$ cat src/rtl/vrf_pkg.sv
package vrf_pkg;
   typedef enum logic [1:0] {
      PH_PASS = 2'b00,
      PH_LOW  = 2'b01,
      PH_HIZ  = 2'b10
   } ph_e;

   typedef enum logic [2:0] {
      ST_OFF  = 3'd0,
      ST_SOFT = 3'd1,
      ST_PGW  = 3'd2,
      ST_RUN  = 3'd3,
      ST_OCW  = 3'd4
   } st_e;
endpackage

$ cat src/rtl/vrf_thresh.sv
module vrf_thresh #(
   parameter int VW       = 12,
   parameter int OV_FIX   = 1273,
   parameter int OV_OFS   = 175,
   parameter int OV_REL   = 75,
   parameter int IMON_LIM = 1110
) (
   input  logic          por_ok,
   input  logic          vid_seen,
   input  logic          iavg_ovr,
   input  logic [VW-1:0] vout,
   input  logic [VW-1:0] dac,
   input  logic [VW-1:0] imon,
   output logic          ov_trip,
   output logic          ov_rel,
   output logic          uv,
   output logic          oc_trip
);
   localparam int EW = VW + 1;

   if (OV_FIX >= (1 << VW)) begin : g_bad_fix
      $error("vrf_thresh: OV_FIX does not fit in VW bits");
   end
   if (IMON_LIM >= (1 << VW)) begin : g_bad_imon
      $error("vrf_thresh: IMON_LIM does not fit in VW bits");
   end

   logic [EW-1:0] vout_x, dac_x, ov_lvl, rel_lvl;

   always_comb begin
      vout_x  = {1'b0, vout};
      dac_x   = {1'b0, dac};
      ov_lvl  = vid_seen ? (dac_x + EW'(OV_OFS)) : EW'(OV_FIX);
      rel_lvl = dac_x + EW'(OV_REL);
      ov_trip = por_ok && (vout_x > ov_lvl);
      ov_rel  = vout_x < rel_lvl;
      uv      = vout < (dac >> 1);
      oc_trip = iavg_ovr || (imon > VW'(IMON_LIM));
   end
endmodule

$ cat src/rtl/vrf_ov_latch.sv
module vrf_ov_latch (
   input  logic clk,
   input  logic rst_n,
   input  logic por_ok,
   input  logic en,
   input  logic ov_trip,
   input  logic ov_rel,
   output logic lat,
   output logic low
);
   logic en_q;

   always_ff @(posedge clk) begin
      if (!rst_n) begin
         en_q <= 1'b0;
         lat  <= 1'b0;
         low  <= 1'b0;
      end else begin
         en_q <= en;
         if (!por_ok) begin
            lat <= 1'b0;
            low <= 1'b0;
         end else if (ov_trip) begin
            lat <= 1'b1;
            low <= 1'b1;
         end else if (en && !en_q) begin
            lat <= 1'b0;
            low <= 1'b0;
         end else if (ov_rel) begin
            low <= 1'b0;
         end
      end
   end
endmodule

$ cat src/rtl/vrf_tick_cnt.sv
module vrf_tick_cnt #(
   parameter int CW = 13
) (
   input  logic          clk,
   input  logic          rst_n,
   input  logic          clr,
   input  logic          tick,
   input  logic [CW-1:0] lim,
   output logic          done
);
   logic [CW-1:0] cnt;

   assign done = tick && (cnt == (lim - CW'(1)));

   always_ff @(posedge clk) begin
      if (!rst_n || clr) begin
         cnt <= '0;
      end else if (tick) begin
         cnt <= done ? '0 : cnt + CW'(1);
      end
   end
endmodule

$ cat src/rtl/vrf_seq.sv
module vrf_seq #(
   parameter int NPH          = 4,
   parameter int VW           = 12,
   parameter int HICCUP_TICKS = 4096,
   parameter int PG_DELAY_TICKS = 8,
   parameter int OV_FIX       = 1273,
   parameter int OV_OFS       = 175,
   parameter int OV_REL       = 75,
   parameter int IMON_LIM     = 1110
) (
   input  logic             clk,
   input  logic             rst_n,
   input  logic             en_i,
   input  logic             por_ok_i,
   input  logic             vid_valid_i,
   input  logic             vid_off_i,
   input  logic             ss_done_i,
   input  logic             sw_tick_i,
   input  logic             iavg_ovr_i,
   input  logic [VW-1:0]    vout_i,
   input  logic [VW-1:0]    dac_i,
   input  logic [VW-1:0]    imon_i,
   output logic [2*NPH-1:0] phase_o,
   output logic             pgood_o,
   output logic             ss_req_o
);
   import vrf_pkg::*;

   localparam int MAXL = (HICCUP_TICKS > PG_DELAY_TICKS) ? HICCUP_TICKS : PG_DELAY_TICKS;
   localparam int CW   = $clog2(MAXL + 1);

   if (NPH < 1) begin : g_bad_nph
      $error("vrf_seq: NPH must be at least 1");
   end
   if (VW < 12) begin : g_bad_vw
      $error("vrf_seq: VW must hold the fixed thresholds");
   end
   if (HICCUP_TICKS < 2) begin : g_bad_hic
      $error("vrf_seq: HICCUP_TICKS must be at least 2");
   end

   logic ov_trip, ov_rel, uv, oc_trip;
   logic ov_lat, ov_low;
   logic vid_seen;
   logic dis;
   logic cnt_clr, cnt_done;
   logic [CW-1:0] cnt_lim;
   st_e  st, st_nxt, soft_exit;
   ph_e  ph_code;

   vrf_thresh #(
      .VW(VW), .OV_FIX(OV_FIX), .OV_OFS(OV_OFS), .OV_REL(OV_REL), .IMON_LIM(IMON_LIM)
   ) i_thr (
      .por_ok(por_ok_i), .vid_seen(vid_seen), .iavg_ovr(iavg_ovr_i),
      .vout(vout_i), .dac(dac_i), .imon(imon_i),
      .ov_trip(ov_trip), .ov_rel(ov_rel), .uv(uv), .oc_trip(oc_trip)
   );

   vrf_ov_latch i_ovl (
      .clk(clk), .rst_n(rst_n), .por_ok(por_ok_i), .en(en_i),
      .ov_trip(ov_trip), .ov_rel(ov_rel), .lat(ov_lat), .low(ov_low)
   );

   vrf_tick_cnt #(.CW(CW)) i_cnt (
      .clk(clk), .rst_n(rst_n), .clr(cnt_clr), .tick(sw_tick_i),
      .lim(cnt_lim), .done(cnt_done)
   );

   // Threshold select: a valid VID seen since the last enable/supply reset.
   always_ff @(posedge clk) begin
      if (!rst_n || !por_ok_i || !en_i || vid_off_i) begin
         vid_seen <= 1'b0;
      end else if (vid_valid_i) begin
         vid_seen <= 1'b1;
      end
   end

   // A zero power-good delay skips the waiting state entirely.
   if (PG_DELAY_TICKS == 0) begin : g_pg_skip
      assign soft_exit = ST_RUN;
   end else begin : g_pg_wait
      assign soft_exit = ST_PGW;
   end

   assign dis     = !en_i || !por_ok_i || vid_off_i || ov_lat || ov_trip;
   assign cnt_lim = (st == ST_OCW) ? CW'(HICCUP_TICKS) : CW'(PG_DELAY_TICKS);
   assign cnt_clr = (st_nxt != st) || ((st != ST_OCW) && (st != ST_PGW));

   always_comb begin
      st_nxt = st;
      unique case (st)
         ST_OFF:  st_nxt = ST_SOFT;
         ST_SOFT: begin
            if (oc_trip)        st_nxt = ST_OCW;
            else if (ss_done_i) st_nxt = soft_exit;
         end
         ST_PGW: begin
            if (oc_trip)       st_nxt = ST_OCW;
            else if (cnt_done) st_nxt = ST_RUN;
         end
         ST_RUN:  if (oc_trip)  st_nxt = ST_OCW;
         ST_OCW:  if (cnt_done) st_nxt = ST_SOFT;
         default: st_nxt = ST_OFF;
      endcase
      if (dis) st_nxt = ST_OFF;
   end

   always_ff @(posedge clk) begin
      if (!rst_n) st <= ST_OFF;
      else        st <= st_nxt;
   end

   always_comb begin
      if (ov_trip || (ov_lat && ov_low))
         ph_code = PH_LOW;
      else if (ov_lat || oc_trip || (st == ST_OFF) || (st == ST_OCW))
         ph_code = PH_HIZ;
      else
         ph_code = PH_PASS;
   end

   for (genvar g = 0; g < NPH; g++) begin : g_phase
      assign phase_o[2*g +: 2] = ph_code;
   end

   assign pgood_o  = (st == ST_RUN) && !uv && !dis && !oc_trip;
   assign ss_req_o = (st == ST_SOFT);
endmodule

$ cat config.mk
export PLATFORM = sky130hd
export DESIGN_NAME = vrf_seq
export DESIGN_NICKNAME = d
export VERILOG_FILES = /design/src/rtl/vrf_pkg.sv /design/src/rtl/vrf_thresh.sv /design/src/rtl/vrf_ov_latch.sv /design/src/rtl/vrf_tick_cnt.sv /design/src/rtl/vrf_seq.sv
export SDC_FILE = /design/constraint.sdc
export NUM_CORES = 1
export LEC_CHECK = 0
export CORE_UTILIZATION = 46
export DETAILED_ROUTE_END_ITERATION = 8
export PLACE_DENSITY = 0.72
export SYNTH_ARGS = -nofsm -noshare
export SYNTH_HDL_FRONTEND = slang
export SYNTH_HIERARCHICAL = 1
export SYNTH_SLANG_ARGS = --single-unit
export TNS_END_PERCENT = 100
$ cat constraint.sdc
create_clock -name clk -period 10.4 [get_ports clk]
set_clock_uncertainty 0.2 [all_clocks]
set_input_delay 1.56 -clock clk [delete_from_list [all_inputs] [get_ports clk]]
set_output_delay 1.56 -clock clk [all_outputs]
set_load 0.1 [all_outputs]
======== Word level (Yosys, flattened, before mapping) ========
Cells that the tools add are included.
cells by class
  $add $sub $neg .......................... 4
  $lt $le $gt $ge ......................... 4
  equality and inequality tests ........... 8
  multiplexer cells ....................... 18
  reductions and logical operators ........ 33
operators by type and width
  operator                                                                            count
  13-bit two-way mux                                                                  3
  3-bit two-way mux                                                                   7
  3-bit one-hot mux with 5 select lines                                               1
  1-bit logical OR                                                                    14
  12-bit by 7-bit adder with 13-bit output (second input constant)                    1
  12-bit by 8-bit adder with 13-bit output (second input constant)                    1
  13-bit by 1-bit adder with 13-bit output (second input constant)                    1
  13-bit == test                                                                      1
  12-bit by 13-bit greater-than comparator with 1-bit output                          1
  12-bit by 13-bit less-than comparator with 1-bit output                             1
  13-bit by 1-bit subtractor with 13-bit output (second input constant)               1
  12-bit by 11-bit greater-than comparator with 1-bit output (second input constant)  1
  12-bit by 11-bit less-than comparator with 1-bit output                             1
  1-bit logical AND                                                                   8
  1-bit logical NOT                                                                   7
  3-bit by 2-bit == test with 1-bit output (second input constant)                    2
  1-bit two-way mux                                                                   5
  2-bit two-way mux                                                                   2
  3-bit by 1-bit == test with 1-bit output (second input constant)                    1
  3-bit == test (second input constant)                                               1
  3-bit logical NOT                                                                   1
  3-bit by 2-bit != test with 1-bit output (second input constant)                    1
  3-bit != test                                                                       1
  3-bit != test (second input constant)                                               1
  3 further kinds                                                                     3
storage, ports and cells
  flip-flop bits (word level) ............. 20
  input port bits ......................... 45
  word-level logic and storage cells ...... 73

======== Depth between registers and ports, before layout ========
Gate-level depths: netlist of run 1.
  word-level depth ........................ 12
  mapped depth ............................ 17

======== Cells and area by module ========
The synthesis of run 1 kept the hierarchy.
by module, submodules not included
  module        instances  cells each  area each (um^2)  seq. area each (um^2)
  vrf_thresh    1          169         1246.2            0.0
  vrf_tick_cnt  1          134         1092.3            260.2
  vrf_seq       1          41          332.8             80.1
  vrf_ov_latch  1          11          107.6             60.1

======== Worst setup path before layout of run 1 ========
Ideal clock, no wire load.
  kind .................................... input port to output port
  start ................................... in dac_i[0]
  end ..................................... out phase_o[3]
  arrival ................................. 5.899 ns
  data required time ...................... 8.640 ns
  path slack .............................. 2.741 ns
  cell stages on the path ................. 14
  cells stage by stage .................... inv_1 ha_1 nor4b_2 o21ai_1 nand3_1 nor3b_1 ha_1 nand3_1 o41ai_1 a21o_1 a31oi_1 a21o_1 nor2_1 buf_4
between the ends
  longest elaborated chain between the ends .. 6
RTL lines
  element                                                     RTL line          text
  start, declared                                             vrf_seq.sv:21     input logic [VW-1:0] dac_i,
  12-bit by 8-bit adder with 13-bit output                    vrf_thresh.sv:33  ov_lvl = vid_seen ? (dac_x + EW'(OV_OFS)) : EW'(OV_FIX);
  13-bit two-way mux                                          vrf_thresh.sv:33
  12-bit by 13-bit greater-than comparator with 1-bit output  vrf_thresh.sv:35  ov_trip = por_ok && (vout_x > ov_lvl);
  1-bit logical AND                                           vrf_thresh.sv:35
  net ov_trip                                                 vrf_seq.sv:42     logic ov_trip, ov_rel, uv, oc_trip;
  1-bit logical OR                                            vrf_seq.sv:114    if (ov_trip || (ov_lat && ov_low))
  2-bit two-way mux                                           vrf_seq.sv:114
  end, declared                                               vrf_seq.sv:23     output logic [2*NPH-1:0] phase_o,
The timed path passes the listed nets, and every way through them passes these cells.

======== Worst setup path after layout of run 1 ========
Same ends and word-level chain as after synthesis.

==> metrics.csv, run 1 <==
metric,value,unit
status,"finished, final reports clean",
CTS Sinks,20,
Yosys top cell area share,16.2,%
WL/cell,12.4,um
post-synthesis mux area share,0.360,%
1st-pass router iterations,4,
gr ovfl total,0,
Reg2Reg Depth,12,
# rows,27,
Die Height,79.7,um
Slew Limit Fails,0,
hpwl dp,5490,um
Max Fclk,0.129,GHz
fin nets,528,
dpl ws,2.64,ns
Peak VDD IR,51.1,uV
clock power share,21.5,%
power per cell area,66.8,nW/um^2
"top cells by area, synth","ha_1 (16%), dfxtp_1 (14%), xnor2_1 (8.2%), a21oi_1 (3.8%), xor2_1 (3.8%)",
core box area,5680,um^2
max cap viols,0,
CP max FO,6,
clk_lat worst skew,0.25,ns
post-CTS sizing,0,
fin crit period,7.77,ns
vias,2732,
CTS Buffer Depth,2,
post-synthesis sequential element count,20,
first-pass GRT wire length,11000,um
Synth cell types,64,
Leak Pwr,1.44,nW
Critical Path Sink Type,output port,
largest net degree at the start of global routing,14,
cells after synthesis,355,
Compound-Gate Fraction of Synth Area,21.7,%
most frequent cells in the layout,"clkdlybuf4s50_1 (54), conb_1 (48), ha_1 (36)",
Sw Ratio,37.3,%
final setup margin,2.63,ns
Die X,79.7,um
# hold bufs at CTS,0,
Critical Path Start Type,primary input,
diode count,0,
All-Layer GR Usage,21.2,%
Slew @ Worst Pin,0.972,ns
Post-DRT Antenna Nets,0,
"Seq/Total Area, Yosys",14.4,%
Worst Path Required,8.64,ns
num ports,55,
top_reg_cell synth,dfxtp_1,
Inst Count DP,514,
Final Setup Violations,0,
number of I/O port buffers,54,
# DRC,0,
TNS Setup,0,ns
CTS Root Cell,clkbuf_8,
layout cell share with drive strength beyond 1,4.94,%
Crit. Startpoint,dac_i[0],
RR Startpoint,st[1]$_SDFF_PN0_,
Worst R2R Setup Slack,5.80,ns
final count of hold timing violations,0,
Seq pwr share,32.9,%
Die ar.,6360,um^2
Post-Synth Simple-Gate Area,28.0,%
largest family of logic cells by synthesized area,simple AND/OR/NAND/NOR gates,
cts bufs inserted,3,
Post-Syn Area,2780,um^2
Post CTS Setup Buffer Count,0,
synthesized area per cell,7.83,um^2
critical path arrival,6.01,ns
post-route clock period utilization,74.7,%
Worst-path clk slew,0.07,ns
Synth-to-Final Area Change,27.5,%
Post-synth EDFFs,0,
post-route insts no fill,517,
"commonest non-fill, non-tap cell in the layout",clkdlybuf4s50_1,
Async SR Flop Fraction,0,%
Via-to-Cell Ratio,5.28,
crit path kind,primary input to output port,
Starting DRT DRC Count,53,
Placed Area,3500,um^2
Worst setup endpoint,phase_o[3],
Adder-Cell Fraction of Synth Area,16.2,%
Gate power share,45.6,%
drt total wl,6400,um
initial antenna violation count,0,
Initial Util,49.0,%
CTS tree,yes,
RR Endpoint,i_cnt/cnt[9]$_SDFFE_PP0P_,
Routability Congestion,0.875,
RSZ-0062 raised after global routing,false,
design internal power,0.148,mW
CTS H-tree depth,1,
Hold Path Class,flip-flop to flip-flop,
Net Switching,0.0883,mW
"area leader, netlist",ha_1,
vias in the first global route,2483,
"Design Area, Final",3540,um^2
HP Start,i_ovl/low$_SDFFE_PN0P_,
Synth Warn #,6,
slew margin rel.,35.0,%
post-synthesis xor/xnor area fraction,12.8,%
Fillers,531,
[how the worst min path moves through the flow]
stage	end	cells after the start
after CTS	i_ovl/low$_SDFFE_PN0P_	2
after global placement	st[1]$_SDFF_PN0_	1
after global routing	i_ovl/low$_SDFFE_PN0P_	2
after floorplan	vid_seen$_SDFFE_PP0P_	1
after detailed placement	i_ovl/low$_SDFFE_PN0P_	2
final	i_ovl/low$_SDFFE_PN0P_	2
[cells by family after synthesis]
group | after synthesis
fa+ha+maj | 36
flops | 20
buf+inv | 39
other cells | 1
compound gates | 83
xor+xnor | 39
simple gates | 136
mux | 1
[cells in the mapped netlist, types with 2 or more instances]
| library cell | count |
|---|---|
| buf_4 | 7 |
| a2111oi_4 | 2 |
| nor3_1 | 19 |
| nor4_1 | 6 |
| a31oi_1 | 7 |
| inv_1 | 24 |
| a21o_1 | 7 |
| or4_1 | 4 |
| xnor2_1 | 26 |
| buf_2 | 4 |
| a211oi_1 | 3 |
| o21ai_1 | 3 |
| and3b_1 | 2 |
| nor2b_1 | 4 |
| clkbuf_1 | 3 |
| and2_1 | 3 |
| nand3_1 | 17 |
| or3b_2 | 2 |
| nor2_1 | 21 |
| a22oi_1 | 2 |
| o21ai_0 | 10 |
| o21ai_2 | 2 |
| nand2b_1 | 9 |
| nand2_1 | 18 |
| nor3b_1 | 2 |
| dfxtp_1 | 20 |
| or3_1 | 3 |
| o211ai_1 | 5 |
| xor2_1 | 12 |
| o311ai_0 | 3 |
| o31ai_1 | 5 |
| a21oi_1 | 21 |
| and3_1 | 4 |
| ha_1 | 36 |
| nand4_1 | 10 |
[critical path, stage by stage]
cell and delay [ns]:
clkdlybuf4s50_1 0.62, inv_1 0.10, ha_1 0.26, nor4b_2 0.18
o21ai_1 0.35, nand3_1 0.11, nor3b_1 0.15, ha_1 0.30
nand3_1 0.12, o41ai_1 0.40, a21o_1 0.13, a31oi_1 0.09
a21o_1 0.25, nor2_1 0.22, clkdlybuf4s50_1 1.18
[routing by layer]
layer  track usage [%]  up-vias  wire (um)
met5                 0        -          0
met4              2.73        0          9
met3              2.51        2        220
met2              37.5       48       3000
met1              27.8     1238       3170
li1                  -     1444          -
[power by group through the flow]
stage	Clock, mW	Combinational (mW)	Sequential (mW)
after floorplan	0	0.0728	0.0794
after global placement	0	0.105	0.0797
after detailed placement	0	0.107	0.0796
after CTS	0.0515	0.107	0.0779
after global routing	0.0554	0.120	0.0779
final	0.0509	0.108	0.0779
[metrics by stage]
stage / utilization [%] / hold WS (ns) / power (mW)
3_5_place_dp: 61.7 / 0.313 / 0.186
5_1_grt: 62.4 / 0.356 / 0.253
6_report: 62.4 / 0.331 / 0.237
2_1_floorplan: - / 0.270 / 0.152
4_1_cts: 62.4 / 0.328 / 0.236
3_3_place_gp: 61.7 / 0.332 / 0.185
[flip-flops by register name (all words and copies together), names as in the netlist]
register / flops
i_ovl/low: 1
vid_seen: 1
st: 3
i_ovl/en_q: 1
i_ovl/lat: 1
i_cnt/cnt: 13
[final cells by class]
| class | instances | area [um^2] | area share (%) |
|---|---|---|---|
| multi-input cells | 343 | 2380 | 67.1 |
| repair buffers | 54 | 541 | 15.3 |
| flip-flops and latches | 20 | 400 | 11.3 |
| inverters | 25 | 93.8 | 2.65 |
| well taps | 72 | 90.1 | 2.54 |
| clock buffers | 3 | 41.3 | 1.17 |
(Power assumes the default switching activity.)
==> run 2: changes to the inputs <==
--- a/config.mk
+++ b/config.mk
@@ -7,7 +7,7 @@
 export LEC_CHECK = 0
 export CORE_UTILIZATION = 46
 export DETAILED_ROUTE_END_ITERATION = 8
-export PLACE_DENSITY = 0.72
+export PLACE_DENSITY = 0.75
 export SYNTH_ARGS = -nofsm -noshare
 export SYNTH_HDL_FRONTEND = slang
 export SYNTH_HIERARCHICAL = 1
==> constraint.sdc (replaced) <==
create_clock -name clk -period 6.75 [get_ports clk]
set_clock_uncertainty 0.2 [all_clocks]
set_input_delay 1.0125 -clock clk [delete_from_list [all_inputs] [get_ports clk]]
set_output_delay 1.0125 -clock clk [all_outputs]
set_load 0.1 [all_outputs]
==> run 2 against run 1 <==
  * Power increased by 70%
  * Die area stayed put
  * Hold slack worse by 0.021 ns
  * Largest cell class unchanged
==> metrics.csv, run 2 (synthesized netlist as in run 1, its figures left out) <==
metric,value,unit
# rows,27,
met1 usage,28.0,%
core box area,5680,um^2
layout cell share with drive strength beyond 1,7.17,%
Inst Count DP,514,
All-Layer GR Usage,21.5,%
Sw Ratio,33.8,%
Net Switching,0.136,mW
# DRC,0,
Die X,79.7,um
Initial Util,49.0,%
most frequent cells in the layout,"conb_1 (48), clkdlybuf4s50_1 (45), ha_1 (36)",
Critical Path Start Type,primary input,
Fillers,497,
max cap viols,0,
WL/cell,12.3,um
Die ar.,6360,um^2
fin nets,528,
drt total wl,6390,um
fin crit period,5.81,ns
CTS tree,yes,
initial antenna violation count,0,
Gate power share,41.0,%
met2 usage,39.6,%
Largest register FFs,13,
Slew @ Worst Pin,0.963,ns
slew margin rel.,35.6,%
clock power share,29.2,%
CP max FO,6,
Post CTS Setup Buffer Count,0,
"commonest non-fill, non-tap cell in the layout",conb_1,
Peak VDD IR,115,uV
Worst Path Required,5.54,ns
power per cell area,113,nW/um^2
Leak Pwr,1.47,nW
post-route clock period utilization,86.0,%
crit path kind,primary input to output port,
CTS H-tree depth,1,
RSZ-0062 raised after global routing,false,
hold path depth,2,
# hold bufs at CTS,0,
Worst R2R Setup Slack,2.13,ns
cts bufs inserted,3,
CTS Root Cell,clkbuf_8,
Via-to-Cell Ratio,5.24,
CTS Sinks,20,
final count of hold timing violations,0,
TNS Setup,0,ns
Die Height,79.7,um
Synth-to-Final Area Change,27.8,%
Post-DRT Antenna Nets,0,
first-pass GRT wire length,11300,um
Slowest cell on crit path,clkdlybuf4s50_1,
final hold slack,0.310,ns
Routability Congestion,0.903,
Max Fclk,0.172,GHz
vias,2715,
clk_lat worst skew,0.25,ns
vias in the first global route,2632,
design internal power,0.267,mW
Final Setup Violations,0,
Starting DRT DRC Count,98,
CTS Buffer Depth,2,
Hold Path Class,flip-flop to flip-flop,
gr ovfl total,0,
num ports,55,
hpwl dp,5430,um
met3 Resource Use GR,1.83,%
Slew Limit Fails,0,
critical path arrival,4.59,ns
largest registers,"i_cnt/cnt: 13 flops, st: 3 flops",
busiest grt layer,met2,
diode count,0,
Reg2Reg Depth,12,
post-route insts no fill,518,
Worst-path clk slew,0.07,ns
number of I/O port buffers,54,
Seq pwr share,29.8,%
post-CTS sizing,0,
CP max stage delay,0.61,ns
Total Power,0.403,mW
status,"finished, final reports clean",
largest net degree at the start of global routing,14,
Largest Register,i_cnt/cnt,
1st-pass router iterations,4,
CP Cell Sequence,"clkdlybuf4s50_1, inv_1, ha_1, nor4b_2, o21ai_1, nand3_1, nor3b_1, ha_1, nand3_1, o41ai_1, a21o_1, a31oi_1, a21o_1, nor2_1, buf_4",
Critical Path Sink Type,output port,
## run 2: path summary, 6_finish.rpt
path,to,from
hold / removal,i_ovl/low$_SDFFE_PN0P_,i_ovl/low$_SDFFE_PN0P_
hold reg to reg,i_ovl/low$_SDFFE_PN0P_,i_ovl/low$_SDFFE_PN0P_
setup reg to reg,i_cnt/cnt[10]$_SDFFE_PP0P_,st[1]$_SDFF_PN0_
setup / recovery,phase_o[3],dac_i[0]
## run 2: final cells by class
type | instances | area, um^2 | area share (%)
Timing Repair Buffer | 54 | 518 | 14.6
Inverter | 25 | 93.8 | 2.64
Clock inverter | 1 | 30.0 | 0.846
Clock buffer | 3 | 41.3 | 1.16
Multi-Input combinational cell | 343 | 2380 | 66.9
Sequential cell | 20 | 400 | 11.3
Tap cell | 72 | 90.1 | 2.54
## run 2: stage by stage
stage / setup slack, ns / utilization, % / area [um^2]
floorplan: 0.186 / - / 2960
global placement: 1.14 / 61.3 / 3480
detailed placement: 0.991 / 61.3 / 3480
CTS: 0.953 / 62.6 / 3550
global route: 0.668 / 62.6 / 3550
finish: 0.943 / 62.6 / 3550
## run 2: routing by layer
layer / share of wire [%] / vias to the layer above / wire (um)
met2: 49 / 59 / 3100
met1: 47 / 1202 / 3020
met4: 0.16 / 0 / 10
li1: - / 1452 / -
met3: 4.1 / 2 / 263
met5: 0 / - / 0
## run 2: worst max-delay path: cells and delay by family
family,cells,cell delay (ns)
compound gates,5,1.17
simple gates,5,0.82
fa+ha+maj,2,0.55
buf+inv,3,1.05
## run 2: power groups by stage
stage          combinational, mW  sequential [mW]  clock, mW
6_report                   0.165            0.120      0.118
5_1_grt                    0.183            0.120      0.126
4_1_cts                    0.164            0.120      0.120
3_5_place_dp               0.163            0.123          0
3_3_place_gp               0.160            0.123          0
2_1_floorplan              0.112            0.122          0
